[src/rtl/spi_bm_pkg.sv]
package spi_bm_pkg;
  localparam int BYTE_W = 8;
  localparam int BIT_CNT_W = $clog2(BYTE_W);

  localparam logic ADDR_DATA = 1'b0;
  localparam logic ADDR_CTRL = 1'b1;

  localparam int CTL_SEL_BIT   = 0;
  localparam int CTL_FAST_BIT  = 1;
  localparam int CTL_READY_BIT = 7;

  typedef struct packed {
    logic fast;
    logic sel;
  } ctrl_t;
endpackage

[src/rtl/spi_bm_regs.sv]
module spi_bm_regs
  import spi_bm_pkg::*;
(
  input  logic              clk,
  input  logic              rst_n,
  input  logic              bus_en,
  input  logic              bus_we,
  input  logic              bus_addr,
  input  logic [BYTE_W-1:0] bus_wdata,
  input  logic              busy,
  input  logic [BYTE_W-1:0] rx_byte,
  output ctrl_t             ctrl,
  output logic              start,
  output logic [BYTE_W-1:0] start_byte,
  output logic [BYTE_W-1:0] bus_rdata
);
  logic wr_ctrl;
  logic wr_data;

  assign wr_ctrl    = bus_en && bus_we && (bus_addr == ADDR_CTRL);
  assign wr_data    = bus_en && bus_we && (bus_addr == ADDR_DATA);
  assign start      = wr_data && !busy;
  assign start_byte = bus_wdata;

  always_ff @(posedge clk or negedge rst_n) begin
    if (!rst_n) begin
      ctrl <= '0;
    end else if (wr_ctrl) begin
      ctrl.sel  <= bus_wdata[CTL_SEL_BIT];
      ctrl.fast <= bus_wdata[CTL_FAST_BIT];
    end
  end

  always_comb begin
    bus_rdata = '0;
    if (bus_addr == ADDR_CTRL) begin
      bus_rdata[CTL_SEL_BIT]   = ctrl.sel;
      bus_rdata[CTL_FAST_BIT]  = ctrl.fast;
      bus_rdata[CTL_READY_BIT] = !busy;
    end else begin
      bus_rdata = rx_byte;
    end
  end
endmodule

[src/rtl/spi_bm_clkgen.sv]
module spi_bm_clkgen #(
  parameter int SLOW_HALF = 250,
  parameter int FAST_HALF = 2
) (
  input  logic clk,
  input  logic rst_n,
  input  logic run,
  input  logic fast,
  output logic tick
);
  localparam int MAX_HALF = (SLOW_HALF > FAST_HALF) ? SLOW_HALF : FAST_HALF;
  localparam int CNT_W = $clog2(MAX_HALF + 1);
  localparam logic [CNT_W-1:0] SLOW_LAST = CNT_W'(SLOW_HALF - 1);
  localparam logic [CNT_W-1:0] FAST_LAST = CNT_W'(FAST_HALF - 1);

  logic [CNT_W-1:0] cnt;
  logic [CNT_W-1:0] last;

  assign last = fast ? FAST_LAST : SLOW_LAST;
  assign tick = run && (cnt >= last);

  always_ff @(posedge clk or negedge rst_n) begin
    if (!rst_n) begin
      cnt <= '0;
    end else if (!run || tick) begin
      cnt <= '0;
    end else begin
      cnt <= cnt + 1'b1;
    end
  end
endmodule

[src/rtl/spi_bm_shifter.sv]
module spi_bm_shifter
  import spi_bm_pkg::*;
(
  input  logic              clk,
  input  logic              rst_n,
  input  logic              start,
  input  logic [BYTE_W-1:0] start_byte,
  input  logic              tick,
  input  logic              miso,
  output logic              sclk,
  output logic              mosi,
  output logic              busy,
  output logic [BYTE_W-1:0] rx_byte
);
  localparam logic [BIT_CNT_W-1:0] LAST_BIT = BIT_CNT_W'(BYTE_W - 1);

  logic [BYTE_W-1:0]    shreg;
  logic [BIT_CNT_W-1:0] bit_cnt;
  logic                 sample;

  assign mosi    = shreg[BYTE_W-1];
  assign rx_byte = shreg;

  always_ff @(posedge clk or negedge rst_n) begin
    if (!rst_n) begin
      shreg   <= '0;
      bit_cnt <= '0;
      sample  <= 1'b0;
      sclk    <= 1'b0;
      busy    <= 1'b0;
    end else if (start) begin
      shreg   <= start_byte;
      bit_cnt <= '0;
      sclk    <= 1'b0;
      busy    <= 1'b1;
    end else if (busy && tick) begin
      if (!sclk) begin
        sclk   <= 1'b1;
        sample <= miso;
      end else begin
        sclk    <= 1'b0;
        shreg   <= {shreg[BYTE_W-2:0], sample};
        bit_cnt <= bit_cnt + 1'b1;
        if (bit_cnt == LAST_BIT) busy <= 1'b0;
      end
    end
  end
endmodule

[src/rtl/spi_byte_master.sv]
module spi_byte_master
  import spi_bm_pkg::*;
#(
  parameter int SLOW_HALF = 250,
  parameter int FAST_HALF = 2
) (
  input  logic       clk,
  input  logic       rst_n,
  input  logic       bus_en,
  input  logic       bus_we,
  input  logic       bus_addr,
  input  logic [7:0] bus_wdata,
  output logic [7:0] bus_rdata,
  output logic       spi_sclk,
  output logic       spi_mosi,
  input  logic       spi_miso,
  output logic       spi_cs_n
);
  ctrl_t             ctrl;
  logic              start;
  logic [BYTE_W-1:0] start_byte;
  logic              busy;
  logic              tick;
  logic [BYTE_W-1:0] rx_byte;

  spi_bm_regs u_regs (
    .clk(clk), .rst_n(rst_n), .bus_en(bus_en), .bus_we(bus_we),
    .bus_addr(bus_addr), .bus_wdata(bus_wdata), .busy(busy),
    .rx_byte(rx_byte), .ctrl(ctrl), .start(start),
    .start_byte(start_byte), .bus_rdata(bus_rdata)
  );

  spi_bm_clkgen #(.SLOW_HALF(SLOW_HALF), .FAST_HALF(FAST_HALF)) u_clkgen (
    .clk(clk), .rst_n(rst_n), .run(busy), .fast(ctrl.fast), .tick(tick)
  );

  spi_bm_shifter u_shift (
    .clk(clk), .rst_n(rst_n), .start(start), .start_byte(start_byte),
    .tick(tick), .miso(spi_miso), .sclk(spi_sclk), .mosi(spi_mosi),
    .busy(busy), .rx_byte(rx_byte)
  );

  assign spi_cs_n = !ctrl.sel;
endmodule

[config.mk]
export PLATFORM = sky130hd
export DESIGN_NAME = spi_byte_master
export DESIGN_NICKNAME = d
export VERILOG_FILES = /design/src/rtl/spi_bm_pkg.sv /design/src/rtl/spi_bm_regs.sv /design/src/rtl/spi_bm_clkgen.sv /design/src/rtl/spi_bm_shifter.sv /design/src/rtl/spi_byte_master.sv
export SDC_FILE = /design/constraint.sdc
export NUM_CORES = 1
export LEC_CHECK = 0
export ABC_CLOCK_PERIOD_IN_PS = 1900
export BUFFER_PORTS_ARGS = -buffer_cell sky130_fd_sc_hd__buf_2
export CAP_MARGIN = 40
export CORE_MARGIN = 5
export CORE_UTILIZATION = 50
export CTS_CLUSTER_DIAMETER = 200
export DETAILED_ROUTE_END_ITERATION = 7
export PLACE_DENSITY = 0.81
export SYNTH_ARGS = -nofsm -noshare
export SYNTH_HDL_FRONTEND = slang
export SYNTH_HIERARCHICAL = 1
export SYNTH_SLANG_ARGS = --single-unit
[constraint.sdc]
create_clock -name clk -period 1.9 [get_ports clk]
set_input_delay 0.19 -clock clk [delete_from_list [all_inputs] [get_ports clk]]
set_output_delay 0.19 -clock clk [all_outputs]
set_load 0.02 [all_outputs]
==> impl_metrics.env <==
export IMPL_synth_compound_area_share_pct=11.9
export IMPL_htree_levels=1
export IMPL_place_gp_congestion=0.794
export IMPL_io_pins=25
export IMPL_die_area_sq_um=4170
export IMPL_clk_pin_slew_ns=0.14
export IMPL_hold_path_end="u_shift/sample$_DFFE_PN0P_"
export IMPL_hold_path_class="input port to flip-flop"
export IMPL_grt_pass1_wl_mm=5.20
export IMPL_cts_buffers_inserted=3
export IMPL_seq_area_frac_synth_pct=40.3
export IMPL_finalNetCount=193
export IMPL_num_rows=19
export IMPL_ys_top_cells_by_area="dfrtp_1, ha_1, mux2i_1, o21ai_2, buf_4"
export IMPL_synth_top_cell_area_share_pct=40.3
export IMPL_synthMuxAreaShare_pct=10.3
export IMPL_ys_ff_latch=24
export IMPL_grt_ovfl_total=0
export IMPL_synthAdderAreaFrac_pct=8.40
export IMPL_seq_area_sq_um=602
export IMPL_slew_violations=0
export IMPL_fin_ws_ns=-0.0779
export IMPL_fillers=224
export IMPL_drive_gt1_share_pct=49.4
export IMPL_ys_types=34
export IMPL_die_w_microns=64.6
export IMPL_syn_avg_cell_area_sq_um=10.7
export IMPL_r2r_slack_ns=-0.08
export IMPL_rsz0062_at_grt="true"
export IMPL_clockBufferDepth=2
export IMPL_synthXorXnorAreaFrac_pct=2.94
export IMPL_worst_pin_slew_ns=0.722
export IMPL_p_switching_uw=786
export IMPL_ys_warn_count=6
export IMPL_grt_pass1_vias=1167
export IMPL_pwr_share_clk_pct=13.8
export IMPL_worstPathArrival_ns=2.19
export IMPL_finalHoldViolCount=0
export IMPL_max_cap_violations=0
export IMPL_fin_skew_ns=0.00244
export IMPL_hold_depth=2
export IMPL_synth_simple_area_share_pct=17.5
export IMPL_start_util_pct=53.1
export IMPL_start_kind="flip-flop"
export IMPL_cts_tree="yes"
export IMPL_synth_nets=163
export IMPL_p_leak_nw=0.846
export IMPL_dp_cells=192
export IMPL_hold_ws_ns=0.108
export IMPL_grt_usage_pct=16.0
export IMPL_synth_edf_count=0
export IMPL_violations="setup timing"
export IMPL_ir_drop_mv=0.593
export IMPL_synthesis_area_sq_um=1490
export IMPL_synthFlopType="dfrtp_1"
export IMPL_p_total_mw=1.99
export IMPL_timing_fmax_mhz=506
export IMPL_drc=0
export IMPL_period_share_pct=104
export IMPL_die_h_microns=64.6
export IMPL_outcome="finished, violations left"
export IMPL_wirelength_mm=3.11
export IMPL_placement_cell_area_sq_um=1670
export IMPL_async_reset_ff_share_pct=100
export IMPL_antenna_left=0
export IMPL_worst_r2r_path_depth=7
export IMPL_dr_pass1_iters=4
export IMPL_cp_required_ns=2.12
export IMPL_cts_sinks=24
export IMPL_finalCriticalPeriod_ns=1.98
export IMPL_crit_type="flip-flop to flip-flop"
export IMPL_multi_input_area_sq_um=905
export IMPL_setup_viol=11
export IMPL_seqPwrFrac_pct=42.8
export IMPL_cell_internal_pwr_mw=1.21
export IMPL_postCtsSetupBuffers=0
export IMPL_wire_per_inst_microns=15.6
export IMPL_detailed_place_hpwl_mm=2.29
export IMPL_yosys_area_top_type="dfrtp_1"
export IMPL_min_from="spi_miso"
export IMPL_grt_max_degree=25
export IMPL_combPwrFrac_pct=43.4
export IMPL_r2r_start="u_regs/ctrl[1]$_DFFE_PN0P_"
export IMPL_antenna_found_initial=0
export IMPL_root_buffer="clkbuf_4"
export IMPL_instances_no_fill=199
export IMPL_coreArea_sq_um=2810
export IMPL_powerDensity_nw_per_um2=1070
export IMPL_n_antenna_cell=0
export IMPL_reg2reg_to="u_shift/sample$_DFFE_PN0P_"
export IMPL_slew_limit_headroom_pct=51.8
export IMPL_critPathCaptureType="flip-flop"
export IMPL_yosysMostFrequentCell="dfrtp_1"
export IMPL_area_growth_pct=25.2
export IMPL_yosys_top_cells_count="dfrtp_1, nand2_1, buf_4"
export IMPL_switching_share_pct=39.4
export IMPL_netlist_instances=139
export IMPL_vias_per_cell=5.50
export IMPL_dr_total_vias=1095
export IMPL_synth_top_family_by_area="simple AND/OR/NAND/NOR gates"
export IMPL_port_buffers=24
export IMPL_clk_latency_ns=0.31
export IMPL_drtIter0Drc=17
export IMPL_worstPathMaxFanout=6
export IMPL_fin_area_sq_um=1870
==> how the worst max path moves through the flow <==
stage / to / slack [ns] / start
2_1_floorplan: u_shift/sample$_DFFE_PN0P_ / -0.06 / u_regs/ctrl[1]$_DFFE_PN0P_
3_3_place_gp: u_shift/rx_byte[2]$_DFFE_PN0P_ / 0.03 / u_regs/ctrl[1]$_DFFE_PN0P_
3_5_place_dp: u_shift/sample$_DFFE_PN0P_ / -0.07 / u_regs/ctrl[1]$_DFFE_PN0P_
4_1_cts: u_shift/sample$_DFFE_PN0P_ / -0.09 / u_regs/ctrl[1]$_DFFE_PN0P_
5_1_grt: u_shift/rx_byte[1]$_DFFE_PN0P_ / -0.16 / u_regs/ctrl[1]$_DFFE_PN0P_
6_report: u_shift/sample$_DFFE_PN0P_ / -0.08 / u_regs/ctrl[1]$_DFFE_PN0P_
==> layer usage <==
metal | vias up | track usage, % | part of all wire, %
met5 | - | 0 | 0
met4 | 0 | 4.75 | 0
met3 | 0 | 2.94 | 3.2
met2 | 16 | 30.2 | 55
met1 | 538 | 18.2 | 42
li1 | 541 | - | -
==> cells in the final DEF (no fill, tap or decap), drive strengths merged, types with 3 or more instances in the layout <==
master,synthesis,layout
o21ai,14,14
inv,6,6
ha,10,10
nor3,7,7
mux2i,9,9
xor2,4,4
nand2,14,14
dfrtp,24,24
clkbuf,0,5
or3,3,3
and2b,5,5
a211oi,3,3
buf,13,36
mux2,5,5
nand3,7,7
==> power groups by stage <==
| stage | Clock, mW | Combinational [mW] | Sequential, mW |
|---|---|---|---|
| after floorplan | 0 | 0.551 | 0.826 |
| after global placement | 0 | 0.749 | 0.818 |
| after detailed placement | 0 | 0.802 | 0.833 |
| after CTS | 0.282 | 0.806 | 0.822 |
| after global routing | 0.310 | 0.951 | 0.881 |
| final | 0.275 | 0.865 | 0.854 |
==> state kept, by name, indices dropped and copies added (netlist names) <==
signal,count
u_clkgen/cnt,8
u_regs/ctrl,2
u_shift/bit_cnt,3
u_shift/busy,1
u_shift/rx_byte,8
u_shift/sample,1
u_shift/sclk,1
==> layout make-up <==
type	count	share of cell area, %
Sequential cell	24	32.3
Clock buffer	4	1.95
Multi-Input combinational cell	96	48.5
Tap cell	31	2.08
Timing Repair Buffer	38	14.0
Inverter	6	1.21
==> kinds of logic after synthesis <==
| family | count (synthesis) |
|---|---|
| xor gates and xnor gates | 5 |
| muxes | 14 |
| buffers and inverters | 19 |
| DFF | 24 |
| and+or+nand+nor | 44 |
| adders and majority gates | 10 |
| AOI/OAI and AO/OA | 23 |
==> critical path, stage by stage, from the launching register on <==
cell	delay, ns
dfrtp_2	0.53
ha_4	0.33
nand3_4	0.08
nor3_4	0.17
o21a_2	0.21
nand2_2	0.08
nor3_2	0.16
mux2_4	0.32
==> per-stage QoR <==
step / setup TNS (ns) / setup slack [ns] / util, %
2_1_floorplan: -0.0624 / -0.0624 / -
3_3_place_gp: 0 / 0.0262 / 59.6
3_5_place_dp: -0.491 / -0.0736 / 59.6
4_1_cts: -0.746 / -0.0874 / 61.3
5_1_grt: -1.55 / -0.156 / 66.5
6_report: -0.597 / -0.0779 / 66.5
==> what timing repair did <==
item,in CTS,in global routing
gates resized for setup,1,18
hold buffers,1,0
hold endpoints to repair,24,0
gates cloned,0,2
setup endpoints to repair,12,13
pin swaps,0,4
Power figures use the tool's default switching activity.
